## config.mk

```make
export PLATFORM = sky130hd
export DESIGN_NAME = pwm_shutdown
export DESIGN_NICKNAME = d
export VERILOG_FILES = /design/src/rtl/pwm_sd_pkg.sv /design/src/rtl/pwm_sd_sync.sv /design/src/rtl/pwm_sd_ctrl.sv /design/src/rtl/pwm_sd_gate.sv /design/src/rtl/pwm_shutdown.sv
export SDC_FILE = /design/constraint.sdc
export NUM_CORES = 1
export LEC_CHECK = 0
export ABC_AREA = 1
export ABC_CLOCK_PERIOD_IN_PS = 800
export BUFFER_PORTS_ARGS = -buffer_cell sky130_fd_sc_hd__buf_2
export CAP_MARGIN = 20
export CORE_AREA = 3 3 40 42
export DETAILED_ROUTE_END_ITERATION = 8
export DIE_AREA = 0 0 43 45
export GPL_TIMING_DRIVEN = 0
export PLACE_DENSITY = 0.72
export SYNTH_ARGS = -nofsm -noshare
export SYNTH_HDL_FRONTEND = slang
export SYNTH_SLANG_ARGS = --single-unit
```

## constraint.sdc

```tcl
create_clock -name clk_i -period 0.8 [get_ports clk_i]
set_input_delay 0.08 -clock clk_i [delete_from_list [all_inputs] [get_ports clk_i]]
set_output_delay 0.08 -clock clk_i [all_outputs]
set_load 0.05 [all_outputs]
```

## src/rtl/pwm_sd_pkg.sv

```systemverilog
package pwm_sd_pkg;
  localparam int unsigned NUM_PINS = 6;
  localparam int unsigned SYNC_STAGES = 2;
  localparam int unsigned CTL_W = 3;
  localparam int unsigned CTL_OE = 0;
  localparam int unsigned CTL_ARM = 1;
  localparam int unsigned CTL_CLR = 2;
endpackage

```

## src/rtl/pwm_sd_sync.sv

```systemverilog
module pwm_sd_sync #(
  parameter int unsigned STAGES = 2,
  parameter bit RST_VAL = 1'b1
) (
  input  logic clk_i,
  input  logic rst_ni,
  input  logic d_i,
  output logic q_o
);
  logic [STAGES-1:0] stg_q;

  always_ff @(posedge clk_i or negedge rst_ni) begin
    if (!rst_ni) stg_q <= {STAGES{RST_VAL}};
    else         stg_q <= {stg_q[STAGES-2:0], d_i};
  end

  assign q_o = stg_q[STAGES-1];
endmodule

```

## src/rtl/pwm_sd_ctrl.sv

```systemverilog
module pwm_sd_ctrl
  import pwm_sd_pkg::*;
(
  input  logic             clk_i,
  input  logic             rst_ni,
  input  logic             sd_low_i,
  input  logic             we_i,
  input  logic [CTL_W-1:0] wdata_i,
  output logic             oe_o,
  output logic             arm_o,
  output logic             armed_o,
  output logic             lock_o,
  output logic             trip_o
);
  logic oe_q, arm_q, gate_q, lock_q, trip_q, cut;

  assign cut = gate_q & oe_q & sd_low_i;

  always_ff @(posedge clk_i or negedge rst_ni) begin
    if (!rst_ni) begin
      oe_q   <= 1'b0;
      arm_q  <= 1'b0;
      gate_q <= 1'b0;
      lock_q <= 1'b0;
      trip_q <= 1'b0;
    end else begin
      if (cut)       oe_q <= 1'b0;
      else if (we_i) oe_q <= wdata_i[CTL_OE] & ~sd_low_i;

      if (we_i) arm_q <= wdata_i[CTL_ARM];

      // effective arming: a 1 write only counts once the lock is cleared by a 0 write
      if (cut)       gate_q <= 1'b0;
      else if (we_i) gate_q <= wdata_i[CTL_ARM] & ~lock_q;

      if (cut)                            lock_q <= 1'b1;
      else if (we_i && !wdata_i[CTL_ARM]) lock_q <= 1'b0;

      if (cut)                           trip_q <= 1'b1;
      else if (we_i && wdata_i[CTL_CLR]) trip_q <= 1'b0;
    end
  end

  assign oe_o    = oe_q;
  assign arm_o   = arm_q;
  assign armed_o = gate_q;
  assign lock_o  = lock_q;
  assign trip_o  = trip_q;
endmodule

```

## src/rtl/pwm_sd_gate.sv

```systemverilog
module pwm_sd_gate #(
  parameter int unsigned PINS = 6
) (
  input  logic            oe_i,
  input  logic [PINS-1:0] pwm_i,
  output logic [PINS-1:0] pwm_o,
  output logic [PINS-1:0] en_o
);
  for (genvar g = 0; g < PINS; g++) begin : g_pin
    assign en_o[g]  = oe_i;
    assign pwm_o[g] = oe_i & pwm_i[g];
  end
endmodule

```

## src/rtl/pwm_shutdown.sv

```systemverilog
module pwm_shutdown
  import pwm_sd_pkg::*;
(
  input  logic                clk_i,
  input  logic                rst_ni,
  input  logic                sd_ni,
  input  logic [NUM_PINS-1:0] pwm_i,
  input  logic                ctl_we_i,
  input  logic [CTL_W-1:0]    ctl_wdata_i,
  output logic                oe_o,
  output logic                arm_o,
  output logic                armed_o,
  output logic                trip_o,
  output logic [NUM_PINS-1:0] pwm_o,
  output logic [NUM_PINS-1:0] pwm_en_o
);
  logic sd_sync, sd_low, lock_w;

  pwm_sd_sync #(.STAGES(SYNC_STAGES), .RST_VAL(1'b1)) u_sync (
    .clk_i (clk_i),
    .rst_ni(rst_ni),
    .d_i   (sd_ni),
    .q_o   (sd_sync)
  );

  assign sd_low = ~sd_sync;

  pwm_sd_ctrl u_ctrl (
    .clk_i   (clk_i),
    .rst_ni  (rst_ni),
    .sd_low_i(sd_low),
    .we_i    (ctl_we_i),
    .wdata_i (ctl_wdata_i),
    .oe_o    (oe_o),
    .arm_o   (arm_o),
    .armed_o (armed_o),
    .lock_o  (lock_w),
    .trip_o  (trip_o)
  );

  pwm_sd_gate #(.PINS(NUM_PINS)) u_gate (
    .oe_i (oe_o),
    .pwm_i(pwm_i),
    .pwm_o(pwm_o),
    .en_o (pwm_en_o)
  );
endmodule

```

==> impl_metrics.env <==
export IMPL_synthAdderAreaFrac_pct=0
export IMPL_fmax_mhz=828
export IMPL_hold_path_depth=3
export IMPL_drtIter0Drc=2
export IMPL_antenna_found_initial=0
export IMPL_finalCritPeriodShare_pct=151
export IMPL_multi_input_area_um2=175
export IMPL_place_congestion=0.674
export IMPL_clk_pin_slew_ns=0.05
export IMPL_final_common_cell="buf_6"
export IMPL_syn_instance_count=46
export IMPL_drive_above_1_share_pct=79.8
export IMPL_nNetsFinal=98
export IMPL_finalHoldViolations=0
export IMPL_critPathKind="reg2out"
export IMPL_syn_nets=59
export IMPL_cp_slowest_cell="dfrtp_2"
export IMPL_row_count=13
export IMPL_ys_seq_area_share_pct=47.0
export IMPL_setup_viol=20
export IMPL_synthMuxAreaShare_pct=0
export IMPL_routed_via_density=3.92
export IMPL_ant_nets=0
export IMPL_cts_sinks=7
export IMPL_drt_pass1_iterations=2
export IMPL_critical_path_max_stage_delay_ns=0.44
export IMPL_synth_xor_area_share_pct=0
export IMPL_r2r_end="u_ctrl.oe_o"
export IMPL_cp_data_required_time_ns=0.72
export IMPL_vias=388
export IMPL_drv_cap=0
export IMPL_synth_area_um2=378
export IMPL_grt_max_degree=8
export IMPL_area_sequential_um2=181
export IMPL_globalRouteOverflowTotal=0
export IMPL_synth_compound_area_share_pct=2.65
export IMPL_portBuffers=28
export IMPL_worst_clock_skew_ns=0.000745
export IMPL_syn_to_final_growth_pct=131
export IMPL_power_density_mw_per_mm2=1620
export IMPL_final_cell_mix="15 x buf_6, 13 x buf_2, 7 x nand2_4, 7 x buf_8, 6 x clkinvlp_4"
export IMPL_wl_per_cell_um=10.5
export IMPL_cp_max_fo=7
export IMPL_insertion_delay_ns=0.24
export IMPL_r2r_cells=7
export IMPL_tightest_slew_ns=0.254
export IMPL_final_util_pct=67.9
export IMPL_path_cells="buf_12 -> nand2_4 -> clkinvlp_4 -> buf_6"
export IMPL_clockRootBuffer="clkbuf_4"
export IMPL_worst_r2r_startpoint="u_ctrl.oe_o"
export IMPL_ys_types=13
export IMPL_antenna_cells=0
export IMPL_end_kind="output port"
export IMPL_fillCellCount=101
export IMPL_min_from="ctl_wdata_i[0]"
export IMPL_p_leak_nw=0.457
export IMPL_worstHoldEndpoint="u_ctrl.oe_o"
export IMPL_grt_pass1_wl_um=1660
export IMPL_violations="negative setup slack"
export IMPL_die_h_um=45
export IMPL_avgSynthCellArea_um2=8.21
export IMPL_grt_pass1_vias=391
export IMPL_initial_utilization_pct=29.4
export IMPL_cts_buffer_depth=2
export IMPL_status="finished with violations"
export IMPL_die_area_mm2=0.00194
export IMPL_drc=0
export IMPL_instances_no_fill=99
export IMPL_start_kind="flop"
export IMPL_hp_class="in2reg"
export IMPL_setup_ws_ns=-0.407
export IMPL_htreeDepth=1
export IMPL_holdWs_ns=0.0649
export IMPL_power_mw=1.42
export IMPL_final_area_um2=872
export IMPL_fin_crit_ns=1.21
export IMPL_slew_headroom_pct=83.2
export IMPL_worstPathArrival_ns=1.13
export IMPL_io_pins=29
export IMPL_die_w_um=43
export IMPL_drv_slew=0
export IMPL_place_area_um2=616
export IMPL_core_area_mm2=0.00128
export IMPL_rrSetupSlack_ns=-0.32
export IMPL_synth_top_family_by_area="simple AND/OR/NAND/NOR gates"
export IMPL_dp_cells=89
export IMPL_cts_tree="built"
export IMPL_cts_made_buffers=3
export IMPL_rsz0062_at_grt="true"
export IMPL_dp_hpwl_um=666
export IMPL_ys_seq_elements=7
export IMPL_ir_drop_v=0.00104
export IMPL_grtUsageTotal_pct=11.9
export IMPL_synth_warnings=0
export IMPL_yosys_area_share_simple_pct=26.5
export IMPL_routed_wl_um=1040
-- registers in the layout, indices dropped and copies added (netlist names) --
| register | count |
|---|---|
| u_ctrl.arm_o | 1 |
| u_ctrl.armed_o | 1 |
| u_ctrl.lock_o | 1 |
| u_ctrl.oe_o | 1 |
| u_ctrl.trip_o | 1 |
| u_sync.stg_q | 2 |
-- cells in the mapped netlist --
cell	n	area, µm²
o21ai_1	1	5.00
buf_4	6	45.0
nor2_2	1	6.26
nand3b_4	1	20.0
dfstp_2	2	52.6
inv_1	8	30.0
a21oi_1	1	5.00
nand3_1	2	10.0
nor2_1	4	15.0
nand2_1	13	48.8
buf_6	1	11.3
dfrtp_1	5	125
inv_2	1	3.75
-- layout make-up --
cell class,count,share of cell area [%]
repair buffers,34,37.4
plain buffers,7,10.0
clock buffers,4,3.01
inverters,9,6.46
flip-flops and latches,7,20.8
multi-input cells,23,20.1
well taps,15,2.15
-- how the worst max path moves through the flow --
stage               endpoint         from  cells after the start  slack, ns
detailed placement  pwm_o[0]  u_ctrl.oe_o                      4      -0.24
global route        pwm_o[0]  u_ctrl.oe_o                      4      -0.45
finish              pwm_o[1]  u_ctrl.oe_o                      4      -0.41
CTS                 pwm_o[0]  u_ctrl.oe_o                      4      -0.41
floorplan           pwm_o[0]  u_ctrl.oe_o                      3      -0.30
global placement    pwm_o[2]  u_ctrl.oe_o                      4      -0.22
-- what timing repair did --
item,CTS,global route
buffers inserted,4,1
cloned,0,0
endpoints found under the hold margin,8,0
pin swaps,0,1
hold buffers,2,0
setup endpoints to repair,20,20
gates resized for setup,46,7
-- critical path: cells and delay by family (launching register included) --
| family | cells | cell delay, ns |
|---|---|---|
| flip-flops | 1 | 0.44 |
| buffers and inverters | 3 | 0.38 |
| AND/OR/NAND/NOR | 1 | 0.06 |
-- per-stage QoR --
stage          TNS [ns]  worst slack [ns]
3_3_place_gp      -2.11            -0.223
3_5_place_dp      -2.26            -0.235
6_report          -6.14            -0.407
2_1_floorplan     -3.45            -0.305
5_1_grt           -6.81            -0.450
4_1_cts           -6.38            -0.413
-- logic make-up after synthesis --
| kind of cell | Yosys count |
|---|---|
| AND/OR/NAND/NOR | 21 |
| buffers and inverters | 16 |
| AO/OA/AOI/OAI | 2 |
| flip-flops | 7 |
-- per-layer routing --
layer	up-vias	share of wire [%]	track usage, %
li1	204	-	-
met2	13	60	22.2
met1	171	34	11.4
met5	-	0	0
met4	0	0	9.04
met3	0	6.2	2.79
-- report_power, final --
part / total (mW) / internal (mW) / switching [mW]
Combinational: 0.690 / 0.300 / 0.390
Sequential: 0.419 / 0.395 / 0.0243
Clock: 0.306 / 0.189 / 0.117
Total: 1.42 / 0.884 / 0.531
No activity file was read; power rests on OpenSTA's default activity.
